`config.mk`:
```
export PLATFORM = sky130hd
export DESIGN_NAME = frag_dma_engine
export DESIGN_NICKNAME = d
export VERILOG_FILES = /design/src/rtl/frag_dma_pkg.sv /design/src/rtl/frag_dma_rd_seq.sv /design/src/rtl/frag_dma_fifo.sv /design/src/rtl/frag_dma_wr_burst.sv /design/src/rtl/frag_dma_engine.sv
export SDC_FILE = /design/constraint.sdc
export NUM_CORES = 1
export LEC_CHECK = 0
export BUFFER_PORTS_ARGS = -buffer_cell sky130_fd_sc_hd__buf_2
export CAP_MARGIN = 30
export CORE_MARGIN = 3
export CORE_UTILIZATION = 50
export CTS_CLUSTER_DIAMETER = 40
export DETAILED_ROUTE_END_ITERATION = 10
export PLACE_DENSITY = 0.8
export SETUP_SLACK_MARGIN = 0.3
export SLEW_MARGIN = 20
export SYNTH_ARGS = -nofsm -noshare
export SYNTH_HDL_FRONTEND = slang
export SYNTH_HIERARCHICAL = 1
export SYNTH_SLANG_ARGS = --single-unit
```
`constraint.sdc`:
```
create_clock -name clk_i -period 4.4 [get_ports clk_i]
set_clock_uncertainty 0.1 [all_clocks]
set_input_delay 0.44 -clock clk_i [delete_from_list [all_inputs] [get_ports clk_i]]
set_output_delay 0.44 -clock clk_i [all_outputs]
set_load 0.02 [all_outputs]
```
`src/rtl/frag_dma_pkg.sv`:
```
package frag_dma_pkg;
  typedef enum logic [1:0] {
    ST_IDLE,
    ST_BODY,
    ST_HEAD,
    ST_HWAIT
  } dma_state_e;

  localparam int unsigned WORD_BYTES = 4;
endpackage

```
`src/rtl/frag_dma_rd_seq.sv`:
```
module frag_dma_rd_seq #(
  parameter int unsigned BAW = 16,
  parameter int unsigned LW  = 16,
  parameter int unsigned DW  = 32
) (
  input  logic           clk_i,
  input  logic           rst_ni,
  input  logic           start_i,
  input  logic [BAW-1:0] base_i,
  input  logic [LW-1:0]  len_i,
  input  logic           fifo_full_i,
  output logic           rd_req_o,
  output logic [BAW-1:0] rd_addr_o,
  input  logic           rd_gnt_i,
  input  logic           rd_valid_i,
  input  logic [DW-1:0]  rd_data_i,
  output logic           push_o,
  output logic [DW-1:0]  push_data_o,
  output logic [DW-1:0]  head_o,
  output logic           done_o
);
  logic [BAW-1:0] addr_q;
  logic [LW-1:0]  len_q, issued_q, recv_q;
  logic           req_q, pend_q;
  logic [DW-1:0]  head_q;

  always_ff @(posedge clk_i or negedge rst_ni) begin
    if (!rst_ni) begin
      addr_q   <= '0;
      len_q    <= '0;
      issued_q <= '0;
      recv_q   <= '0;
      req_q    <= 1'b0;
      pend_q   <= 1'b0;
      head_q   <= '0;
    end else if (start_i) begin
      addr_q   <= base_i;
      len_q    <= len_i;
      issued_q <= '0;
      recv_q   <= '0;
      req_q    <= 1'b0;
      pend_q   <= 1'b0;
    end else begin
      if (req_q && rd_gnt_i) begin
        req_q    <= 1'b0;
        pend_q   <= 1'b1;
        addr_q   <= addr_q + BAW'(1);
        issued_q <= issued_q + LW'(1);
      end else if (pend_q && rd_valid_i) begin
        pend_q <= 1'b0;
        recv_q <= recv_q + LW'(1);
        if (recv_q == '0) head_q <= rd_data_i;
      end else if (!req_q && !pend_q && issued_q != len_q && !fifo_full_i) begin
        // one outstanding read; room in the FIFO is reserved when issuing
        req_q <= 1'b1;
      end
    end
  end

  assign rd_req_o    = req_q;
  assign rd_addr_o   = addr_q;
  assign push_o      = pend_q && rd_valid_i && (recv_q != '0);
  assign push_data_o = rd_data_i;
  assign head_o      = head_q;
  assign done_o      = (recv_q == len_q) && !pend_q;
endmodule

```
`src/rtl/frag_dma_fifo.sv`:
```
module frag_dma_fifo #(
  parameter int unsigned DW    = 32,
  parameter int unsigned DEPTH = 8
) (
  input  logic          clk_i,
  input  logic          rst_ni,
  input  logic          clr_i,
  input  logic          push_i,
  input  logic [DW-1:0] push_data_i,
  input  logic          pop_i,
  output logic [DW-1:0] pop_data_o,
  output logic          empty_o,
  output logic          full_o
);
  localparam int unsigned AW = (DEPTH > 1) ? $clog2(DEPTH) : 1;

  logic [DW-1:0] mem_q [DEPTH];
  logic [AW-1:0] wp_q, rp_q;
  logic [AW:0]   cnt_q;

  always_ff @(posedge clk_i or negedge rst_ni) begin
    if (!rst_ni) begin
      wp_q  <= '0;
      rp_q  <= '0;
      cnt_q <= '0;
    end else if (clr_i) begin
      wp_q  <= '0;
      rp_q  <= '0;
      cnt_q <= '0;
    end else begin
      if (push_i) wp_q <= (wp_q == AW'(DEPTH-1)) ? '0 : wp_q + AW'(1);
      if (pop_i)  rp_q <= (rp_q == AW'(DEPTH-1)) ? '0 : rp_q + AW'(1);
      cnt_q <= cnt_q + (AW+1)'(push_i) - (AW+1)'(pop_i);
    end
  end

  always_ff @(posedge clk_i) begin
    if (push_i) mem_q[wp_q] <= push_data_i;
  end

  assign pop_data_o = mem_q[rp_q];
  assign empty_o    = (cnt_q == '0);
  assign full_o     = (cnt_q == (AW+1)'(DEPTH));
endmodule

```
`src/rtl/frag_dma_wr_burst.sv`:
```
module frag_dma_wr_burst #(
  parameter int unsigned HAW   = 32,
  parameter int unsigned LW    = 16,
  parameter int unsigned DW    = 32,
  parameter int unsigned BURST = 16
) (
  input  logic           clk_i,
  input  logic           rst_ni,
  input  logic           start_i,
  input  logic [HAW-1:0] base_i,
  input  logic [LW-1:0]  cnt_i,
  input  logic [DW-1:0]  data_i,
  input  logic           empty_i,
  output logic           pop_o,
  output logic           wr_valid_o,
  input  logic           wr_ready_i,
  output logic [HAW-1:0] wr_addr_o,
  output logic [DW-1:0]  wr_data_o,
  output logic           wr_last_o,
  output logic           done_o
);
  localparam int unsigned BW = (BURST > 1) ? $clog2(BURST) : 1;
  localparam logic [BW-1:0] BEAT_END = BW'(BURST-1);

  logic [HAW-1:0] addr_q;
  logic [LW-1:0]  left_q;
  logic [BW-1:0]  beat_q;
  logic           fire;

  assign wr_valid_o = (left_q != '0) && !empty_i;
  assign wr_last_o  = (beat_q == BEAT_END) || (left_q == LW'(1));
  assign wr_addr_o  = addr_q;
  assign wr_data_o  = data_i;
  assign fire       = wr_valid_o && wr_ready_i;
  assign pop_o      = fire;
  assign done_o     = (left_q == '0);

  always_ff @(posedge clk_i or negedge rst_ni) begin
    if (!rst_ni) begin
      addr_q <= '0;
      left_q <= '0;
      beat_q <= '0;
    end else if (start_i) begin
      addr_q <= base_i;
      left_q <= cnt_i;
      beat_q <= '0;
    end else if (fire) begin
      addr_q <= addr_q + HAW'(frag_dma_pkg::WORD_BYTES);
      left_q <= left_q - LW'(1);
      beat_q <= wr_last_o ? '0 : beat_q + BW'(1);
    end
  end
endmodule

```
`src/rtl/frag_dma_engine.sv`:
```
module frag_dma_engine #(
  parameter int unsigned BAW        = 16,
  parameter int unsigned HAW        = 32,
  parameter int unsigned DW         = 32,
  parameter int unsigned LW         = 16,
  parameter int unsigned BURST      = 16,
  parameter int unsigned FIFO_DEPTH = 8,
  parameter int unsigned OW         = 8
) (
  input  logic           clk_i,
  input  logic           rst_ni,
  input  logic           desc_valid_i,
  output logic           desc_ready_o,
  input  logic [BAW-1:0] desc_buf_addr_i,
  input  logic [LW-1:0]  desc_len_i,
  input  logic [HAW-1:0] desc_host_addr_i,
  output logic           busy_o,
  output logic           rd_req_o,
  output logic [BAW-1:0] rd_addr_o,
  input  logic           rd_gnt_i,
  input  logic           rd_valid_i,
  input  logic [DW-1:0]  rd_data_i,
  output logic           wr_valid_o,
  input  logic           wr_ready_i,
  output logic [HAW-1:0] wr_addr_o,
  output logic [DW-1:0]  wr_data_o,
  output logic           wr_last_o,
  input  logic           wr_ack_i
);
  import frag_dma_pkg::*;

  dma_state_e     state_q;
  logic [HAW-1:0] host_q;
  logic [OW-1:0]  outst_q;
  logic           start;

  logic          push, pop, f_empty, f_full, rd_done, bw_done;
  logic [DW-1:0] push_data, pop_data, head;
  logic          bw_valid, bw_last, bw_ready;
  logic [HAW-1:0] bw_addr;
  logic [DW-1:0]  bw_data;

  assign start        = desc_valid_i && (state_q == ST_IDLE);
  assign desc_ready_o = (state_q == ST_IDLE);
  assign busy_o       = (state_q != ST_IDLE);
  assign bw_ready     = wr_ready_i && (state_q == ST_BODY);

  frag_dma_rd_seq #(.BAW(BAW), .LW(LW), .DW(DW)) u_rd (
    .clk_i, .rst_ni,
    .start_i     (start),
    .base_i      (desc_buf_addr_i),
    .len_i       (desc_len_i),
    .fifo_full_i (f_full),
    .rd_req_o, .rd_addr_o, .rd_gnt_i, .rd_valid_i, .rd_data_i,
    .push_o      (push),
    .push_data_o (push_data),
    .head_o      (head),
    .done_o      (rd_done)
  );

  frag_dma_fifo #(.DW(DW), .DEPTH(FIFO_DEPTH)) u_fifo (
    .clk_i, .rst_ni,
    .clr_i       (start),
    .push_i      (push),
    .push_data_i (push_data),
    .pop_i       (pop),
    .pop_data_o  (pop_data),
    .empty_o     (f_empty),
    .full_o      (f_full)
  );

  frag_dma_wr_burst #(.HAW(HAW), .LW(LW), .DW(DW), .BURST(BURST)) u_wr (
    .clk_i, .rst_ni,
    .start_i    (start),
    .base_i     (desc_host_addr_i + HAW'(WORD_BYTES)),
    .cnt_i      (desc_len_i - LW'(1)),
    .data_i     (pop_data),
    .empty_i    (f_empty),
    .pop_o      (pop),
    .wr_valid_o (bw_valid),
    .wr_ready_i (bw_ready),
    .wr_addr_o  (bw_addr),
    .wr_data_o  (bw_data),
    .wr_last_o  (bw_last),
    .done_o     (bw_done)
  );

  // completion word replaces the burst path once the body is retired
  always_comb begin
    if (state_q == ST_HEAD) begin
      wr_valid_o = 1'b1;
      wr_addr_o  = host_q;
      wr_data_o  = head;
      wr_last_o  = 1'b1;
    end else begin
      wr_valid_o = bw_valid && (state_q == ST_BODY);
      wr_addr_o  = bw_addr;
      wr_data_o  = bw_data;
      wr_last_o  = bw_last;
    end
  end

  always_ff @(posedge clk_i or negedge rst_ni) begin
    if (!rst_ni) begin
      outst_q <= '0;
    end else begin
      outst_q <= outst_q + OW'(wr_valid_o && wr_ready_i && wr_last_o)
                         - OW'(wr_ack_i && outst_q != '0);
    end
  end

  always_ff @(posedge clk_i or negedge rst_ni) begin
    if (!rst_ni) begin
      state_q <= ST_IDLE;
      host_q  <= '0;
    end else begin
      unique case (state_q)
        ST_IDLE: if (start) begin
          state_q <= ST_BODY;
          host_q  <= desc_host_addr_i;
        end
        ST_BODY:  if (rd_done && bw_done && outst_q == '0) state_q <= ST_HEAD;
        ST_HEAD:  if (wr_ready_i) state_q <= ST_HWAIT;
        ST_HWAIT: if (wr_ack_i) state_q <= ST_IDLE;
        default:  state_q <= ST_IDLE;
      endcase
    end
  end
endmodule

```
## Word level (Yosys, flattened, before mapping)

Memories as Yosys holds them, arrays and structs flattened.
Cells that the tools add are included.

- Register bits after elaboration: 202
- Output and inout port bits: 85
- Memories kept: 1
- Input port bits: 103
- Bits in writable memories: 256

- Bitwise logic cells: 2
- Reduce and logical (&&, ||, !) cells: 42
- Equal/unequal tests: 16
- Muxes and demuxes: 39
- $add $sub $neg: 14

Memories:

| name | words | width | rd ports | clocked after Yosys merged registers in | wr ports | RTL line | RTL |
|---|---|---|---|---|---|---|---|
| u_fifo.mem_q | 8 | 32 | 1 | 0 | 1 | frag_dma_fifo.sv:17 | `logic [DW-1:0] mem_q [DEPTH];` |

Operators by type and width:

| kind | number |
|---|---|
| two-way mux 16 bit | 9 |
| two-way mux 32 bit | 4 |
| adder 32 x 3 -> 32 bit, second input constant | 2 |
| adder 16 x 1 -> 16 bit, second input constant | 3 |
| logical NOT 16 bit | 2 |
| nonzero test 16 bit | 2 |
| subtractor 16 x 1 -> 16 bit, second input constant | 2 |
| two-way mux 3 bit | 6 |
| logical AND 1 bit | 17 |
| equality test 16 x 1 -> 1 bit, second input constant | 1 |
| equality test 16 bit | 1 |
| two-way mux 4 bit | 4 |
| != test 16 bit | 1 |
| two-way mux 1 bit | 11 |
| nonzero test 2 bit | 5 |
| adder 8 x 1 -> 8 bit | 1 |
| equality test 4 bit, second input constant | 2 |
| logical NOT 8 bit | 1 |
| two-way mux 2 bit | 4 |
| one-hot mux 2 bit (4 select lines) | 1 |
| AND reduction 4 bit | 2 |
| nonzero test 8 bit | 1 |
| subtractor 8 x 1 -> 8 bit | 1 |
| adder 3 x 1 -> 3 bit, second input constant | 2 |
| other kinds (16) | 28 |

## Depth between registers and ports, before layout

Gate-level depths: netlist (run 1).

- Depth in word-level cells: 9
- Mapped depth: 18

## Cells and area by module

The synthesis (run 1) kept the hierarchy.

Modules (own cells, without submodules):

| module | area an instance (um2) | times used | cells each |
|---|---|---|---|
| frag_dma_fifo | 10,362.4 | 1 | 439 |
| frag_dma_rd_seq | 5,212.5 | 1 | 474 |
| frag_dma_wr_burst | 3,714.8 | 1 | 439 |
| frag_dma_engine | 3,485.8 | 1 | 343 |

## Least setup slack after synthesis (run 1)

No wires, ideal clock.

- Kind: input to register
- Start: input port rd_valid_i
- End: memory u_fifo.mem_q[0][0] (enable)
- Arrival time: 3.460 ns
- Path buffers: 1
- Cell stages on the path: 5
- Data required time: 3.839 ns
- Path slack: 0.379 ns
- Cell sequence: and2_1 -> clkbuf_1 -> and2_1 -> nand2b_1 -> nor3_1

- Longest elaborated chain between the ends: 4

Ends and longest elaborated chain:

| what | RTL line | RTL |
|---|---|---|
| from (decl) | frag_dma_engine.sv:21 | `input logic rd_valid_i,` |
| logical AND 1 bit (2 in series) | frag_dma_rd_seq.sv:62 | `assign push_o = pend_q && rd_valid_i && (recv_q != '0);` |
| via push | frag_dma_engine.sv:37 | `logic push, pop, f_empty, f_full, rd_done, bw_done;` |
| two-way mux 1 bit | frag_dma_fifo.sv:38 | `if (push_i) mem_q[wp_q] <= push_data_i;` |
| two-way mux 1 bit (not written as such) | frag_dma_fifo.sv:38 |  |
| to (decl) | frag_dma_fifo.sv:17 |  |

The timed path passes the listed nets, and every way through them passes these cells.

## Worst setup path in the final report (run 1)

- Start: register u_fifo.rp_q[1]
- End: output port wr_data_o[18]

- Longest elaborated chain between the ends: 2

Ends and longest elaborated chain:

| what | RTL line | RTL |
|---|---|---|
| from (decl) | frag_dma_fifo.sv:18 | `logic [AW-1:0] wp_q, rp_q;` |
| from (signal assigned) | frag_dma_fifo.sv:32 | `if (pop_i) rp_q <= (rp_q == AW'(DEPTH-1)) ? '0 : rp_q + AW'(1);` |
| memory read (8 x 32 bit) | n/a |  |
| via pop_data[18] | frag_dma_engine.sv:38 | `logic [DW-1:0] push_data, pop_data, head;` |
| two-way mux 32 bit | frag_dma_engine.sv:90 | `if (state_q == ST_HEAD) begin` |
| to (decl) | frag_dma_engine.sv:26 | `output logic [DW-1:0] wr_data_o,` |

The timed path passes the listed nets, and every way through them passes these cells.

==> flow_summary_export.csv, run 1 <==
group,metric,value,unit
die,die-area,48100,sq um
die,rows,77,
logic_synthesis,syn_area,22800,sq um
logic_synthesis,synth_edf_count,256,
timing,setup_viol,0,
setup_path,cp.arrival,3.13,ns
min_path,hold_path_class,"input pin to flip-flop",
detailed_routing,drtIter0Drc,1282,
pwr,irDropWorstVdd,0.561,mV
placed_design,hpwl,31900,microns
timing,worst_pin_slew,0.932,ns
setup_path,path_common_cell,"mux2_2",
setup_path,rrSetupSlack,0.83,ns
clock_tree,clockRootBuffer,"clkbuf_16",
timing,hold_viol,0,
logic_synthesis,synth_common_cells,"edfxtp_1, dfrtp_1, mux2_2, nor2_1, nand3_1",
pwr,leakagePower,10.8,nW
logic_synthesis,netlist_instances,1695,
setup_path,cp.required,3.86,ns
logic_synthesis,synth_most_common_cell,"edfxtp_1",
setup_path,crit_family,"multiplexers",
detailed_routing,drc_errors,0,
detailed_routing,via_per_inst,5.98,
setup_path,critical_path.max_fanout,41,
setup_path,critPathSlowestCell,"dfrtp_4",
logic_synthesis,ys_async_sr_fraction,44.1,%
placed_design,gp_congestion,0.870,
die,start_util,51.1,%
setup_path,crit_buf_inv,2,
clock_tree,cts_tree,"built",
detailed_routing,firstDrtPassIters,5,
global_routing,grt_usage,22.1,%
global_routing,grt_pass1_vias,15100,
run_status,outcome,"finished clean",
clock_tree,numCtsBuffers,70,
global_routing,grt_max_degree,110,
timing,slew_viol_final,0,
final_layout,drive_gt1_share,30.3,%
clock_tree,cts_buffer_depth,3,
timing,relSlewSlack,37.4,%
die,pin_count,188,
pwr,powerDensity,521,nW/um^2
timing,setup_tns,0,ns
clock_tree,htree_levels,3,
global_routing,antenna_found_initial,2,
final_layout,syn2layout_area_growth,16.2,%
logic_synthesis,synth.ff_latch_count,458,
setup_path,critPathCaptureType,"output port",
timing,fmax,272,MHz
setup_path,crit_type,"flip-flop to output port",
placed_design,dp.cells,2353,
timing,rsz0062_at_grt,"no",
detailed_routing,ant_nets,0,
final_layout,stdcell_count,2512,
setup_path,cp-start-kind,"flip-flop",
logic_synthesis,yosysUniqueCellTypes,73,
logic_synthesis,yosysWarnings,6,
logic_synthesis,yosysTopAreaCell,"edfxtp_1",
logic_synthesis,syn_area_per_cell,13.4,sq um
clock_tree,clkLatencyLatePin,0.59,ns
clock_tree,post-cts-setup-buffers,0,
logic_synthesis,ys_seq_area_share,55.9,%
logic_synthesis,synthFlopType,"edfxtp_1",
clock_tree,path_clk_slew,0.06,ns
global_routing,grt_pass1_wl,83500,microns
final_layout,finalNetCount,2002,
logic_synthesis,synth.area.top_cells,"edfxtp_1, dfrtp_1, mux2_2",
global_routing,overflow,0,
timing,post-route-min-period,3.67,ns
timing,min_period_over_period,83.4,%
die,die_h,219,microns
detailed_routing,avgRoutedWirePerCell,21.2,microns
placed_design,place.port_buffers,187,
detailed_routing,routed_wl,53300,microns
logic_synthesis,synth_top_area_share,33.8,%
pwr,power,13.8,mW
die,coreArea,44600,sq um
clock_tree,clock-sinks,458,
logic_synthesis,syn_nets,1835,
die,die_w,219,microns
detailed_routing,vias,15000,
setup_path,crit_chain,"buf_12 -> mux4_1 -> mux2_2 -> mux2_2 -> buf_2",
flow_run,drv_cap,0,
setup_path,critical_path.max_stage_delay,0.74,ns
## metal layers
metal	GRT usage [%]	up-vias	part of all wire, %
li1	-	6733	-
met1	29.0	7581	41
met4	6.59	2	2.3
met5	0	-	0.017
met3	4.82	122	6.7
met2	37.0	576	50
## path summary, 6_finish.rpt
| check | endpoint | cells after the start | start |
|---|---|---|---|
| max in group asynchronous | u_rd/head_o[17] | 4 | rst_ni |
| max reg2reg | outst_q[6] | 14 | u_wr/left_q[13] |
| min reg2reg | host_q[6] | 2 | host_q[6] |
| max | wr_data_o[18] | 5 | u_fifo/rp_q[1] |
| min in group asynchronous | u_wr/wr_addr_o[15] | 2 | rst_ni |
| min | u_fifo/mem_q[6][10] | 1 | rd_data_i[10] |
## flip-flops by register name, indices dropped and copies added (netlist names), 2 cells and up
register and count:
u_rd/recv_q 16, host_q 32, u_rd/rd_addr_o 16, u_rd/len_q 16, u_wr/wr_addr_o 32, u_fifo/mem_q 256
outst_q 8, u_rd/head_o 32, state_q 2, u_wr/left_q 16, u_fifo/wp_q 3, u_wr/beat_q 4
u_fifo/rp_q 3, u_rd/issued_q 16, u_fifo/cnt_q 4
## power by group
part	internal (mW)	switching, mW	leakage (nW)	total, mW
registers	4.74	0.365	5.02	5.10
logic	1.59	1.64	4.63	3.23
clock network	3.43	2.01	1.12	5.44
## logic make-up (layout without fill, tap and decap cells)
logic type | Yosys count | in the layout | share of synthesized area (%)
AOI/OAI and AO/OA | 176 | 176 | 5.00
xor gates and xnor gates | 106 | 106 | 4.08
adders and majority gates | 37 | 37 | 2.10
buffers and inverters | 195 | 418 | 4.98
DFF | 458 | 458 | 55.9
muxes | 247 | 247 | 16.2
other | 0 | 2 | 0
and+or+nand+nor | 476 | 476 | 11.8
## cell usage in the layout (no fill, tap or decap), drive strengths merged, types with 11 or more instances in the layout
master / instances
nor2b: 14
mux4: 64
nand3: 69
dlygate4sd3: 26
o21ai: 48
or4: 33
mux2: 177
clkinv: 21
ha: 35
and3: 14
nor2: 82
a21oi: 30
inv: 56
o31ai: 21
xor2: 62
dfrtp: 202
or3: 21
nor4: 33
nor3: 29
nand2: 65
clkbuf: 88
nand2b: 16
nand4: 55
edfxtp: 256
and4: 11
xnor2: 44
buf: 213
a31oi: 24
## through the flow
stage               util (%)  setup WS [ns]  cell area, sq um  hold slack, ns
floorplan                  -          0.379             22800          0.0444
global placement        53.4           1.03             23800           0.357
detailed placement      53.4          0.918             23800           0.380
CTS                     59.2          0.642             26400        0.000916
global route            59.3          0.560             26500          0.0169
finish                  59.3          0.729             26500          0.0358
## what timing repair did
item                      in CTS  in global routing
resized for setup              0                  0
hold buffers                  26                  0
hold endpoints to repair     156                  0
## final cells by class
type	count	area (sq um)
Antenna cell	2	5.00
Clock buffer	86	1880
Clock inverter	42	435
Fill cell	3315	18100
Inverter	49	186
Multi-Input combinational cell	1042	8970
Sequential cell	458	12700
Tap cell	592	741
Timing Repair Buffer	241	1490
## worst reg2reg max path: stages (launching register included)
cell	delay [ns]
dfrtp_1	0.44
nor4_1	0.52
nand4_1	0.31
nand2_1	0.19
or2_2	0.13
nand3_1	0.09
ha_1	0.28
inv_1	0.05
ha_1	0.17
inv_1	0.06
fa_1	0.40
nand2b_1	0.16
a21oi_1	0.23
o21a_1	0.16
o311ai_0	0.13
Note: power is estimated with default switching activity, not from simulation.
==> run 2, diff against run 1 <==
- PLACE_DENSITY: 0.8 -> 0.82
- clock period: 4.4 -> 3.3 ns (I/O delays scaled with it)
==> run 2 against run 1 <==
  * Utilization increased by 3.7 points
  * Sequential power grew 33%
  * First-iteration DRC count up 16%
  * Global-route usage up 2.2 points
  * Clock power grew 32%
  * Critical endpoint is now outst_q[6]
  * Cell area increased by 6.3%
  * Routed wire length up 9.4%
==> flow_summary_export.csv, run 2 (synthesis gave the netlist of run 1 again) <==
group,metric,value,unit
setup_path,ff2ff_path_depth,16,
die,die_h,219,microns
die,die_w,219,microns
pwr,p_sw_share,29.7,%
clock_tree,clockRootBuffer,"clkbuf_16",
setup_path,crit_type,"flip-flop to flip-flop",
detailed_routing,drtIter0Drc,1493,
clock_tree,cts_buffer_depth,3,
global_routing,grt_pass1_vias,16600,
pwr,powerDensity,712,nW/um^2
timing,hold_viol,0,
die,coreArea,44600,sq um
final_layout,mostFrequentLayoutCells,"edfxtp_1, dfrtp_1, buf_2",
pwr,p_sw,5.95,mW
detailed_routing,drc_errors,0,
clock_tree,path_clk_slew,0.05,ns
timing,min_period_over_period,94.1,%
setup_path,r2r_start,"u_wr/left_q[0]",
timing,fmax,322,MHz
clock_tree,numCtsBuffers,69,
final_layout,largest_register,"u_fifo/mem_q",
setup_path,endpoint,"outst_q[6]",
global_routing,overflow,0,
global_routing,antenna_found_initial,0,
final_layout,nFillCells,3090,
global_routing,grt_max_degree,80,
final_layout,syn2layout_area_growth,23.5,%
die,pin_count,188,
clock_tree,htree_levels,3,
min_path,hold_path_class,"input pin to flip-flop",
timing,setup_ws,0.193,ns
setup_path,rr_endpoint,"outst_q[6]",
pwr,clkPwrFrac,35.9,%
placed_design,hpwl,33700,microns
detailed_routing,routed_wl,58300,microns
clock_tree,cts_tree,"built",
timing,relSlewSlack,42.0,%
timing,hold-worst-slack,0.0475,ns
die,rows,77,
detailed_routing,ant_nets,0,
final_layout,regArea,12800,sq um
setup_path,crit_start,"u_wr/left_q[0]",
setup_path,cp-start-kind,"flip-flop",
timing,slew_viol_final,0,
final_layout,final_common_cell,"edfxtp_1",
timing,setup_tns,0,ns
setup_path,cp.arrival,3.47,ns
final_layout,multi_input_area,9150,sq um
final_layout,finalNetCount,2114,
detailed_routing,firstDrtPassIters,5,
setup_path,critical_path.max_fanout,3,
setup_path,rrSetupSlack,0.19,ns
detailed_routing,vias,15800,
final_layout,drive_gt1_share,32.5,%
setup_path,critPathCaptureType,"flip-flop",
final_layout,diodes,0,
timing,worst_pin_slew,0.862,ns
die,die-area,48100,sq um
detailed_routing,avgRoutedWirePerCell,22.2,microns
detailed_routing,via_per_inst,6.03,
placed_design,gp_congestion,0.903,
clock_tree,clkLatencyLatePin,0.61,ns
flow_run,drv_cap,0,
pwr,p_int,14.1,mW
die,start_util,51.1,%
pwr,power_frac_seq,33.7,%
timing,rsz0062_at_grt,"yes",
pwr,irDropWorstVdd,0.640,mV
global_routing,grt_usage,24.3,%
pwr,pwr-share-comb,30.3,%
global_routing,grt_pass1_wl,91600,microns
placed_design,pre_cts_slack,0.0940,ns
setup_path,cp.required,3.66,ns
timing,post-route-min-period,3.11,ns
pwr,leakagePower,11.5,nW
placed_design,place.port_buffers,187,
clock_tree,clock-sinks,458,
timing,setup_viol,0,
final_layout,largest_register_ffs,256,
run_status,outcome,"finished clean",
-- run 2: per-layer routing --
| layer | track usage, % | vias to the layer above | part of all wire (%) |
|---|---|---|---|
| li1 | - | 6974 | - |
| met1 | 30.7 | 7910 | 39 |
| met2 | 41.9 | 770 | 50 |
| met3 | 4.65 | 145 | 7.2 |
| met4 | 8.71 | 0 | 3.1 |
| met5 | 0 | - | 0 |
-- run 2: metrics by stage --
stage / utilization, % / power, mW / area (sq um) / cells
after CTS: 62.6 / 19.7 / 27900 / 2611
after global placement: 54.0 / 11.2 / 24100 / 2366
after detailed placement: 54.0 / 11.4 / 24100 / 2366
after global routing: 63.1 / 20.9 / 28100 / 2621
final: 63.1 / 20.0 / 28100 / 2621
after floorplan: - / 10.5 / 22900 / 1695
-- run 2: critical path, cell delays in order (launching register included) --
cell and delay, ns:
dfrtp_1 0.40, inv_2 0.09, ha_4 0.14, nor4b_4 0.22, and4_1 0.28, nor2_2 0.06
a21o_1 0.22, nand3_2 0.09, ha_4 0.20, inv_2 0.06, ha_4 0.13, inv_2 0.04
fa_2 0.34, nand2b_4 0.16, a21oi_4 0.18, o21a_1 0.18, o311ai_1 0.09
-- run 2: worst min path at each step --
stage,from,to,cells past startpoint
2_1_floorplan,rst_ni,host_q[0],0
3_3_place_gp,rst_ni,host_q[14],1
3_5_place_dp,rst_ni,host_q[14],1
4_1_cts,rd_gnt_i,u_rd/rd_req_o,3
5_1_grt,rd_gnt_i,u_rd/rd_req_o,3
6_report,rd_gnt_i,u_rd/rd_req_o,3
-- run 2: layout make-up --
| class | count | area share (%) |
|---|---|---|
| Timing Repair Buffer | 354 | 10.6 |
| Sequential cell | 458 | 45.3 |
| Tap cell | 592 | 2.63 |
| Inverter | 49 | 0.663 |
| Clock inverter | 37 | 1.50 |
| Clock buffer | 89 | 6.69 |
| Multi-Input combinational cell | 1042 | 32.5 |
-- run 2: power by group through the flow --
stage	logic [mW]	registers, mW	clock network [mW]
CTS	5.69	6.73	7.30
detailed placement	4.56	6.84	0
finish	6.08	6.76	7.19
global placement	4.38	6.81	0
floorplan	3.93	6.61	0
global route	6.52	6.79	7.57
-- run 2: timing repair --
item,in CTS,in global routing
endpoints found under the hold margin,447,0
endpoints found under the setup margin,67,37
resized for setup,85,49
hold buffers,98,0
pin swaps,3,11
gates cloned,6,0
setup buffers,15,9
==> run 3, diff against run 2 <==
- REMOVE_ABC_BUFFERS: not set -> 1
==> run 3 against run 2 <==
  * Clock-buffer cell count shrank 6
  * First-iteration DRC count grew 2.3%
  * Global-route usage grew 0.95 points
  * Combinational power grew 7.2%
  * Sequential power shrank 2%
  * Critical path depth shrank 2
  * Worst hold slack gained 0.019 ns
  * Via count grew 0.61%
  * Critical endpoint is now outst_q[7]
  * Largest cell class unchanged
==> flow_summary_export.csv, run 3 (synthesis gave the netlist of run 1 again) <==
group,metric,value,unit
clock_tree,htree_levels,3,
die,rows,77,
global_routing,antenna_found_initial,1,
global_routing,grt_pass1_wl,94100,microns
die,die_w,219,microns
clock_tree,cts_buffer_depth,3,
min_path,hold_path_class,"input pin to flip-flop",
timing,slew_viol_final,0,
pwr,powerDensity,724,nW/um^2
setup_path,critPathCaptureType,"flip-flop",
detailed_routing,via_per_inst,6.06,
detailed_routing,drc_errors,0,
final_layout,syn2layout_area_growth,24.2,%
die,coreArea,44600,sq um
timing,hold_viol,0,
flow_run,drv_cap,0,
placed_design,dpl-instance-area,24100,sq um
global_routing,grt_max_degree,89,
setup_path,cp.arrival,3.53,ns
final_layout,largest_register_ffs,256,
final_layout,largest_register,"u_fifo/mem_q",
setup_path,crit_buf_inv,3,
timing,relSlewSlack,38.7,%
clock_tree,clock-sinks,458,
global_routing,grt_usage,25.3,%
placed_design,hpwl,34200,microns
placed_design,pre_cts_slack,-0.0710,ns
setup_path,critical_path.max_fanout,4,
setup_path,crit_type,"flip-flop to flip-flop",
run_status,outcome,"finished clean",
setup_path,crit_chain,"nor4_4 -> nand4_1 -> nand2_2 -> or2_4 -> nand3_4 -> ha_4 -> inv_2 -> ha_4 -> buf_4 -> buf_6 -> a21oi_4 -> o211ai_1 -> o41ai_2 -> xor2_1",
timing,rsz0062_at_grt,"yes",
global_routing,overflow,0,
setup_path,path_common_cell,"ha_4",
final_layout,finalNetCount,2118,
timing,post-route-min-period,3.12,ns
setup_path,crit_family,"simple AND/OR/NAND/NOR gates",
die,start_util,51.1,%
detailed_routing,vias,15900,
clock_tree,clockRootBuffer,"clkbuf_16",
pwr,power,20.5,mW
setup_path,critical_path.max_stage_delay,0.42,ns
global_routing,grt_pass1_vias,16300,
setup_path,cp.required,3.70,ns
final_layout,mostFrequentLayoutCells,"edfxtp_1, dfrtp_1, buf_2",
timing,min_period_over_period,94.7,%
detailed_routing,ant_nets,0,
die,pin_count,188,
clock_tree,cts_tree,"built",
clock_tree,numCtsBuffers,69,
placed_design,gp_congestion,0.869,
final_layout,drive_gt1_share,33.1,%
timing,fmax,320,MHz
timing,setup_ws,0.175,ns
setup_path,cp-start-kind,"flip-flop",
timing,worst_pin_slew,0.911,ns
setup_path,critPathSlowestCell,"dfrtp_2",
detailed_routing,drtIter0Drc,1528,
pwr,leakagePower,11.6,nW
die,die-area,48100,sq um
placed_design,place.port_buffers,187,
final_layout,finish.instance_area,28300,sq um
die,die_h,219,microns
clock_tree,clkLatencyLatePin,0.59,ns
detailed_routing,firstDrtPassIters,6,
clock_tree,path_clk_slew,0.05,ns
detailed_routing,avgRoutedWirePerCell,23.6,microns
detailed_routing,routed_wl,61900,microns
final_layout,final_common_cell,"edfxtp_1",
pwr,irDropWorstVdd,0.841,mV
timing,setup_viol,0,
==> run 3: cell count changes in the layout (fill, tap and decap cells not counted), sizes merged <==
cell / previous run / this run
clkbuf: 91 / 86
buf: 254 / 257
inv: 54 / 57
clkinv: 18 / 20
bufinv: 5 / 6
clkinvlp: 9 / 8
diode: 0 / 1
==> run 3: tightest hold or removal path: stages <==
cell	delay (ns)
buf_2	0.16
nor2_1	0.10
a22o_1	0.12
==> run 3: stage by stage <==
step | instances | hold slack, ns | setup TNS (ns) | util [%]
2_1_floorplan | 1549 | -0.0656 | -361.07 | -
3_3_place_gp | 2375 | 0.353 | 0 | 54.0
3_5_place_dp | 2375 | 0.367 | -0.0710 | 54.0
4_1_cts | 2611 | 0.0275 | 0 | 62.3
5_1_grt | 2625 | 0.0668 | 0 | 63.4
6_report | 2625 | 0.0667 | 0 | 63.4
==> run 3: final timing paths <==
kind,cells after the start,endpoint,slack (ns),startpoint
worst max-delay path,14,outst_q[7],0.18,u_wr/left_q[6]
worst min-delay path,3,u_rd/rd_req_o,0.07,rd_gnt_i
worst max register to register,14,outst_q[7],0.18,u_wr/left_q[6]
worst min register to register,2,host_q[17],0.38,host_q[17]
max in group asynchronous,3,host_q[0],2.01,rst_ni
min in group asynchronous,2,u_rd/rd_addr_o[15],0.28,rst_ni
==> run 3: what timing repair did <==
action                     CTS  global route
setup buffers                9            11
resized for setup           78            99
hold endpoints to repair   443             0
cloned                       4             2
hold buffers                98             0
setup endpoints to repair   35            35
pin swaps                    6            18
==> run 3: final cells by class <==
class / count / area (sq um)
fillers: 3023 / 16300
clock buffers: 83 / 1900
flip-flops and latches: 458 / 12700
well taps: 592 / 741
inverters: 49 / 186
multi-input cells: 1042 / 9210
diodes: 1 / 2.50
clock inverters: 42 / 435
repair buffers: 358 / 3060
==> run 3: report_power, final <==
part           switching (mW)  leakage (nW)  internal, mW  total [mW]
Combinational            3.08          5.43          3.44        6.52
Sequential              0.285          5.02          6.32        6.61
Clock                    2.74          1.14          4.62        7.36
Total                    6.11          11.6          14.4        20.5
==> run 3: per-layer routing <==
| metal | wire length [microns] | GRT usage, % | vias up |
|---|---|---|---|
| li1 | - | - | 6961 |
| met1 | 23300 | 31.1 | 7985 |
| met2 | 31700 | 43.8 | 812 |
| met3 | 4930 | 5.10 | 138 |
| met4 | 2050 | 9.72 | 0 |
| met5 | 0 | 0 | - |
